**src/rtl/fpn_pkg.sv**
```systemverilog
package fpn_pkg;
  typedef enum logic [1:0] {
    CLS_UNDER  = 2'd0,
    CLS_NORMAL = 2'd1,
    CLS_OVER   = 2'd2,
    CLS_NAN    = 2'd3
  } fpn_class_e;
endpackage

```
**src/rtl/fpn_classify.sv**
```systemverilog
module fpn_classify
  import fpn_pkg::*;
#(
  parameter int SRC_EXP_W = 8,
  parameter int SRC_MAN_W = 23,
  parameter int UND_EXP   = 113,
  parameter int OVF_EXP   = 143
) (
  input  logic [SRC_EXP_W-1:0] exp_i,
  input  logic [SRC_MAN_W-1:0] man_i,
  output fpn_class_e           cls_o
);
  always_comb begin
    if ((&exp_i) && (|man_i)) begin
      cls_o = CLS_NAN;
    end else if (exp_i >= SRC_EXP_W'(OVF_EXP)) begin
      cls_o = CLS_OVER;
    end else if (exp_i >= SRC_EXP_W'(UND_EXP)) begin
      cls_o = CLS_NORMAL;
    end else begin
      cls_o = CLS_UNDER;
    end
  end
endmodule

```
**src/rtl/fpn_rne.sv**
```systemverilog
module fpn_rne #(
  parameter int KEEP_W = 15,
  parameter int DROP_W = 13
) (
  input  logic [KEEP_W-1:0] base_i,
  input  logic [DROP_W-1:0] rest_i,
  output logic [KEEP_W-1:0] rounded_o
);
  localparam logic [DROP_W-1:0] HALF = DROP_W'(1) << (DROP_W - 1);

  logic inc;

  always_comb begin
    inc       = (rest_i > HALF) || ((rest_i == HALF) && base_i[0]);
    rounded_o = base_i + KEEP_W'(inc);
  end
endmodule

```
**src/rtl/fpn_norm_path.sv**
```systemverilog
module fpn_norm_path #(
  parameter int DST_EXP_W = 5,
  parameter int DST_MAN_W = 10,
  parameter int DROP_W    = 13,
  parameter int BIAS_DIFF = 112
) (
  input  logic [DST_EXP_W+DST_MAN_W-1:0] kept_i,
  input  logic [DROP_W-1:0]              rest_i,
  output logic [DST_EXP_W+DST_MAN_W-1:0] res_o
);
  localparam int RW = DST_EXP_W + DST_MAN_W;
  localparam logic [RW-1:0] BIAS_OFF = RW'(BIAS_DIFF) << DST_MAN_W;

  logic [RW-1:0] rebased;

  // modular subtraction: only the low RW bits of the rebiased value matter
  always_comb rebased = kept_i - BIAS_OFF;

  fpn_rne #(.KEEP_W(RW), .DROP_W(DROP_W)) u_rne (
    .base_i   (rebased),
    .rest_i   (rest_i),
    .rounded_o(res_o)
  );
endmodule

```
**src/rtl/fpn_sub_path.sv**
```systemverilog
module fpn_sub_path #(
  parameter int SRC_EXP_W = 8,
  parameter int SRC_MAN_W = 23,
  parameter int DST_MAN_W = 10,
  parameter int UND_EXP   = 113
) (
  input  logic [SRC_EXP_W-1:0] exp_i,
  input  logic [SRC_MAN_W-1:0] man_i,
  output logic [DST_MAN_W:0]   res_o
);
  localparam int SIG_W  = SRC_MAN_W + 1;
  localparam int SHW    = SRC_EXP_W + 1;
  localparam int DROP_W = SRC_MAN_W - DST_MAN_W;

  logic [SHW-1:0]   shamt;
  logic             too_far;
  logic [SIG_W-1:0] sig;
  logic [SIG_W-1:0] lost_mask;
  logic             sticky;
  logic [SIG_W-1:0] denorm;
  logic [DST_MAN_W:0] rounded;

  always_comb begin
    shamt     = SHW'(UND_EXP) - {1'b0, exp_i};
    too_far   = shamt > SHW'(SRC_MAN_W);
    sig       = {1'b1, man_i};
    lost_mask = ~({SIG_W{1'b1}} << shamt);
    sticky    = |(sig & lost_mask);
    denorm    = (sig >> shamt) | SIG_W'(sticky);
  end

  fpn_rne #(.KEEP_W(DST_MAN_W + 1), .DROP_W(DROP_W)) u_rne (
    .base_i   (denorm[SIG_W-1:DROP_W]),
    .rest_i   (denorm[DROP_W-1:0]),
    .rounded_o(rounded)
  );

  always_comb res_o = too_far ? '0 : rounded;
endmodule

```
**src/rtl/fp_narrow_s2h.sv**
```systemverilog
module fp_narrow_s2h
  import fpn_pkg::*;
#(
  parameter int SRC_EXP_W = 8,
  parameter int SRC_MAN_W = 23,
  parameter int DST_EXP_W = 5,
  parameter int DST_MAN_W = 10,
  parameter bit OUT_REG   = 1'b1
) (
  input  logic                                 clk_i,
  input  logic                                 rst_ni,
  input  logic                                 in_valid_i,
  input  logic [SRC_EXP_W+SRC_MAN_W:0]         in_word_i,
  output logic                                 out_valid_o,
  output logic [DST_EXP_W+DST_MAN_W:0]         out_word_o
);
  localparam int SW        = 1 + SRC_EXP_W + SRC_MAN_W;
  localparam int DW        = 1 + DST_EXP_W + DST_MAN_W;
  localparam int RW        = DW - 1;
  localparam int SRC_BIAS  = (1 << (SRC_EXP_W - 1)) - 1;
  localparam int DST_BIAS  = (1 << (DST_EXP_W - 1)) - 1;
  localparam int BIAS_DIFF = SRC_BIAS - DST_BIAS;
  localparam int DROP_W    = SRC_MAN_W - DST_MAN_W;
  localparam int UND_EXP   = BIAS_DIFF + 1;
  localparam int OVF_EXP   = BIAS_DIFF + (1 << DST_EXP_W) - 1;
  localparam int ZERO_EXP  = UND_EXP - SRC_MAN_W;
  localparam logic [RW-1:0] INF_MAG = {{DST_EXP_W{1'b1}}, {DST_MAN_W{1'b0}}};

  logic                 in_sign;
  logic [SRC_EXP_W-1:0] in_exp;
  logic [SRC_MAN_W-1:0] in_man;
  fpn_class_e           cls;
  logic [RW-1:0]        norm_res;
  logic [DST_MAN_W:0]   sub_res;
  logic [RW-1:0]        mag_res;
  logic [DW-1:0]        result;

  always_comb begin
    in_sign = in_word_i[SW-1];
    in_exp  = in_word_i[SW-2:SRC_MAN_W];
    in_man  = in_word_i[SRC_MAN_W-1:0];
  end

  fpn_classify #(
    .SRC_EXP_W(SRC_EXP_W), .SRC_MAN_W(SRC_MAN_W),
    .UND_EXP(UND_EXP), .OVF_EXP(OVF_EXP)
  ) u_cls (
    .exp_i(in_exp), .man_i(in_man), .cls_o(cls)
  );

  fpn_norm_path #(
    .DST_EXP_W(DST_EXP_W), .DST_MAN_W(DST_MAN_W),
    .DROP_W(DROP_W), .BIAS_DIFF(BIAS_DIFF)
  ) u_norm (
    .kept_i(in_word_i[DROP_W+RW-1:DROP_W]),
    .rest_i(in_word_i[DROP_W-1:0]),
    .res_o (norm_res)
  );

  fpn_sub_path #(
    .SRC_EXP_W(SRC_EXP_W), .SRC_MAN_W(SRC_MAN_W),
    .DST_MAN_W(DST_MAN_W), .UND_EXP(UND_EXP)
  ) u_sub (
    .exp_i(in_exp), .man_i(in_man), .res_o(sub_res)
  );

  always_comb begin
    unique case (cls)
      CLS_NAN:    mag_res = {{DST_EXP_W{1'b1}}, 1'b1, in_man[SRC_MAN_W-2:DROP_W]};
      CLS_OVER:   mag_res = INF_MAG;
      CLS_NORMAL: mag_res = norm_res;
      default:    mag_res = RW'(sub_res);
    endcase
    result = {in_sign, mag_res};
  end

  generate
    if (OUT_REG) begin : g_reg
      logic [DW-1:0] word_d, word_q;
      logic          vld_q;

      always_comb word_d = in_valid_i ? result : word_q;

      always_ff @(posedge clk_i or negedge rst_ni) begin
        if (!rst_ni) begin
          word_q <= '0;
          vld_q  <= 1'b0;
        end else begin
          word_q <= word_d;
          vld_q  <= in_valid_i;
        end
      end

      always_comb begin
        out_word_o  = word_q;
        out_valid_o = vld_q;
      end

      AST_SIGN_PASS: assert property (@(posedge clk_i) disable iff (!rst_ni)
        in_valid_i |=> out_word_o[DW-1] == $past(in_word_i[SW-1]));
      AST_NORM_EXP: assert property (@(posedge clk_i) disable iff (!rst_ni)
        in_valid_i && in_exp >= SRC_EXP_W'(UND_EXP) && in_exp < SRC_EXP_W'(OVF_EXP)
        |=> out_word_o[DW-2:DST_MAN_W] != '0);
      AST_OVF_INF: assert property (@(posedge clk_i) disable iff (!rst_ni)
        in_valid_i && in_exp >= SRC_EXP_W'(OVF_EXP) && !((&in_exp) && (|in_man))
        |=> out_word_o[DW-2:0] == INF_MAG);
      AST_NAN_QUIET: assert property (@(posedge clk_i) disable iff (!rst_ni)
        in_valid_i && (&in_exp) && (|in_man)
        |=> (&out_word_o[DW-2:DST_MAN_W]) && out_word_o[DST_MAN_W-1]);
      AST_TINY_ZERO: assert property (@(posedge clk_i) disable iff (!rst_ni)
        in_valid_i && in_exp < SRC_EXP_W'(ZERO_EXP) |=> out_word_o[DW-2:0] == '0);
      AST_HOLD: assert property (@(posedge clk_i) disable iff (!rst_ni)
        !in_valid_i |=> $stable(out_word_o));
      AST_VALID_SET: assert property (@(posedge clk_i) disable iff (!rst_ni)
        in_valid_i |=> out_valid_o);
      AST_VALID_CLR: assert property (@(posedge clk_i) disable iff (!rst_ni)
        !in_valid_i |=> !out_valid_o);
    end else begin : g_comb
      always_comb begin
        out_word_o  = result;
        out_valid_o = in_valid_i;
      end
    end
  endgenerate
endmodule

```
**config.mk**
```make
export PLATFORM = sky130hd
export DESIGN_NAME = fp_narrow_s2h
export DESIGN_NICKNAME = d
export VERILOG_FILES = /design/src/rtl/fpn_pkg.sv /design/src/rtl/fpn_classify.sv /design/src/rtl/fpn_rne.sv /design/src/rtl/fpn_norm_path.sv /design/src/rtl/fpn_sub_path.sv /design/src/rtl/fp_narrow_s2h.sv
export SDC_FILE = /design/constraint.sdc
export NUM_CORES = 1
export LEC_CHECK = 0
export BUFFER_PORTS_ARGS = -buffer_cell sky130_fd_sc_hd__clkbuf_2
export CAP_MARGIN = 20
export CORE_UTILIZATION = 29
export DETAILED_ROUTE_END_ITERATION = 10
export GPL_TIMING_DRIVEN = 1
export SYNTH_ARGS = -nofsm -noshare
export SYNTH_HDL_FRONTEND = slang
export SYNTH_SLANG_ARGS = --single-unit
```
**constraint.sdc**
```tcl
create_clock -name clk_i -period 0.85 [get_ports clk_i]
set_input_delay 0.085 -clock clk_i [delete_from_list [all_inputs] [get_ports clk_i]]
set_output_delay 0.085 -clock clk_i [all_outputs]
set_load 0.005 [all_outputs]
```
==> results_dict.tcl <==
set metrics [dict create \
    fmax_ghz 0.406 \
    drtIter0Drc 168 \
    grt_max_degree 21 \
    critPathRequiredTime_ns 1.00 \
    fin_skew_ns 0 \
    setup_viol 20 \
    ys_seq_area_share_pct 15.8 \
    drcViolationCount 2 \
    netlist.area_leader.share_pct 15.8 \
    first_global_vias 3459 \
    regArea_um2 425 \
    synth_common_cells "nor2_1 (31), nand2_1 (22), o21ai_0 (22)" \
    yosysTopAreaCell "dfrtp_1" \
    synth.area.top_cells "dfrtp_1 (16%), mux4_2 (6.7%), nor2_1 (4.3%), o21ai_0 (4.1%), a21oi_1 (3.7%)" \
    hold_slack_ns 0.0524 \
    yosysMostFrequentCell "nor2_1" \
    min_path_type "primary input to flop" \
    synth_seq_cells 17 \
    place_congestion 0.945 \
    worstPathArrival_ns 2.61 \
    sw_frac_of_total_pct 37.7 \
    ant_nets 0 \
    cts_buffers 3 \
    areaGrowthSynthToFinish_pct 66.1 \
    holdPathStages 2 \
    die_x_um 98.3 \
    rsz0062_at_grt "yes" \
    power.switching_mw 1.42 \
    initial_core_util_pct 30.4 \
    rows 34 \
    cts_max_level 1 \
    max_cap_violations 0 \
    maxSlewViolCount 0 \
    path_class "primary input to flop" \
    violations "DRC, setup timing" \
    p_comb_share_pct 58.4 \
    netlist_instances 345 \
    overflow 0 \
    p_per_area_nw_per_um2 846 \
    core_um2 8850 \
    numClockSinks 17 \
    path_cells "buf_8, inv_4, ha_4, mux2_4, mux4_2, or3_4, nor4_4, o22ai_2, a2111oi_2, o21ai_1" \
    critPathCaptureType "flop" \
    diodes 0 \
    synth_top_flop_cell "dfrtp_1" \
    fill_cells 850 \
    irDropWorstVdd_mv 0.435 \
    drive_above_1_share_pct 52.3 \
    syn-cell-area_um2 2690 \
    status "complete, but fails checks" \
    hpwl_mm 8.40 \
    synth_cell_types 71 \
    slowest_delay_ns 0.49 \
    synth_area_per_cell_um2 7.79 \
    antenna_found_initial 0 \
    die-area_um2 9660 \
    cts_tree "done" \
    start_kind "primary input" \
    pre_cts_ws_ns -2.07 \
    cp_max_fo 7 \
    dr.pass1.iters 9 \
    insertion_delay_ns 0.26 \
    synthArstFlopShare_pct 100 \
    multi_input_area_um2 2460 \
    clockPowerShare_pct 17.1 \
    fin_ws_ns -1.62 \
    layout.nets 545 \
    finalHoldViolations 0 \
    wl_per_cell_um 16.7 \
    vias 3338 \
    slew_headroom_pct 61.0 \
    clk_path_buf_depth 2 \
    cpMaxStageDelayCell "mux4_2" \
    rr_worst_depth 3 \
    leakagePower_nw 1.94 \
    ios 52 \
    worst_slew_pin_slew_ns 0.583 \
    die_h_um 98.3 \
    wl_mm 10.2 \
    p_int_mw 2.36 \
    grt_pass1_wl_mm 17.1 \
    ys_warn_count 0 \
    final.period_utilization_pct 290 \
    syn-num-nets 386 \
    fin_crit_ns 2.47 \
    synth-edff-count 0 \
    cts.clk_slew.worst_paths_ns 0.08 \
    avgViaCountPerCell 5.46 \
    seqPwrFrac_pct 24.6 \
    track_usage_pct 21.9 \
    portBuffers 51 \
    root_buffer "clkbuf_8" \
]
## final timing paths
path | from | to | slack, ns
hold / removal | in_word_i[31] | out_word_o[15] | 0.05
min in group asynchronous | rst_ni | out_word_o[8] | 0.29
hold reg to reg | out_word_o[15] | out_word_o[15] | 0.51
setup reg to reg | out_word_o[5] | out_word_o[5] | 0.01
setup / recovery | in_word_i[25] | out_word_o[0] | -1.62
max in group asynchronous | rst_ni | out_word_o[6] | 0.24
## cells in the final DEF (no fill, tap or decap), drive strengths merged, types with 8 or more instances in the layout
master,instances
a2111oi,8
a211oi,9
a21oi,20
a31oi,11
and3,9
buf,139
clkbuf,50
dfrtp,17
mux2,8
mux4,8
nand2,22
nand3,11
nor2,31
nor3,12
o21ai,22
xnor2,11
xor2,8
## power by group through the flow
stage	sequential, mW	clock, mW	combinational (mW)
floorplan	0.947	0	1.02
global placement	0.942	0	1.92
detailed placement	0.945	0	1.95
CTS	0.929	0.656	2.07
global route	0.934	0.684	2.38
finish	0.928	0.645	2.21
## sequential cells by signal (all words and copies together), names as in the netlist
name         count
out_valid_o      1
out_word_o      16
## per-layer routing
metal  GRT usage, %  share of wire, %  vias to the layer above
met5              0                 0                        -
met4           6.31               2.0                        0
met3           1.50               4.4                       20
met2           38.4                48                       86
met1           28.8                45                     1593
li1               -                 -                     1639
## layout make-up
type | instances | area share [%]
clock buffers | 3 | 0.925
inverters | 5 | 0.532
clock inverters | 1 | 0.112
repair buffers | 187 | 30.8
flip-flops and latches | 17 | 9.53
well taps | 108 | 3.03
multi-input cells | 290 | 55.0
## worst max-delay path: cells and delay by family
| family | cells | cell delay, ns |
|---|---|---|
| AOI/OAI and AO/OA | 3 | 0.58 |
| buffers and inverters | 2 | 0.11 |
| adders and majority gates | 1 | 0.31 |
| muxes | 2 | 0.80 |
| and+or+nand+nor | 2 | 0.72 |
## repair_timing
item | in CTS | in global routing
setup endpoints to repair | 20 | 30
hold endpoints to repair | 17 | 0
pin swaps | 37 | 30
hold buffers | 1 | 0
resized for setup | 34 | 37
cloned | 0 | 0
setup buffers | 5 | 6
## kinds of logic (layout without fill, tap and decap cells)
family                     count (synthesis)  count (layout)  share of synthesized area, %
xor gates and xnor gates                  19              19                          6.19
buffers and inverters                     38             196                          6.42
muxes                                     23              23                          12.8
AOI/OAI and AO/OA                        101             101                          25.9
adders and majority gates                  6               6                          2.79
DFF                                       17              17                          15.8
and+or+nand+nor                          141             141                          30.1
## metrics by stage
| step | util, % | TNS, ns | power [mW] | area, µm² | std cells |
|---|---|---|---|---|---|
| 6_report | 50.5 | -19.05 | 3.78 | 4470 | 611 |
| 5_1_grt | 50.5 | -20.62 | 4.00 | 4470 | 611 |
| 4_1_cts | 48.0 | -19.53 | 3.65 | 4250 | 605 |
| 3_5_place_dp | 45.1 | -25.34 | 2.89 | 3990 | 595 |
| 3_3_place_gp | 45.1 | -24.63 | 2.86 | 3990 | 595 |
| 2_1_floorplan | - | -22.33 | 1.96 | 2880 | 345 |
No activity file was read; power rests on OpenSTA's default activity.
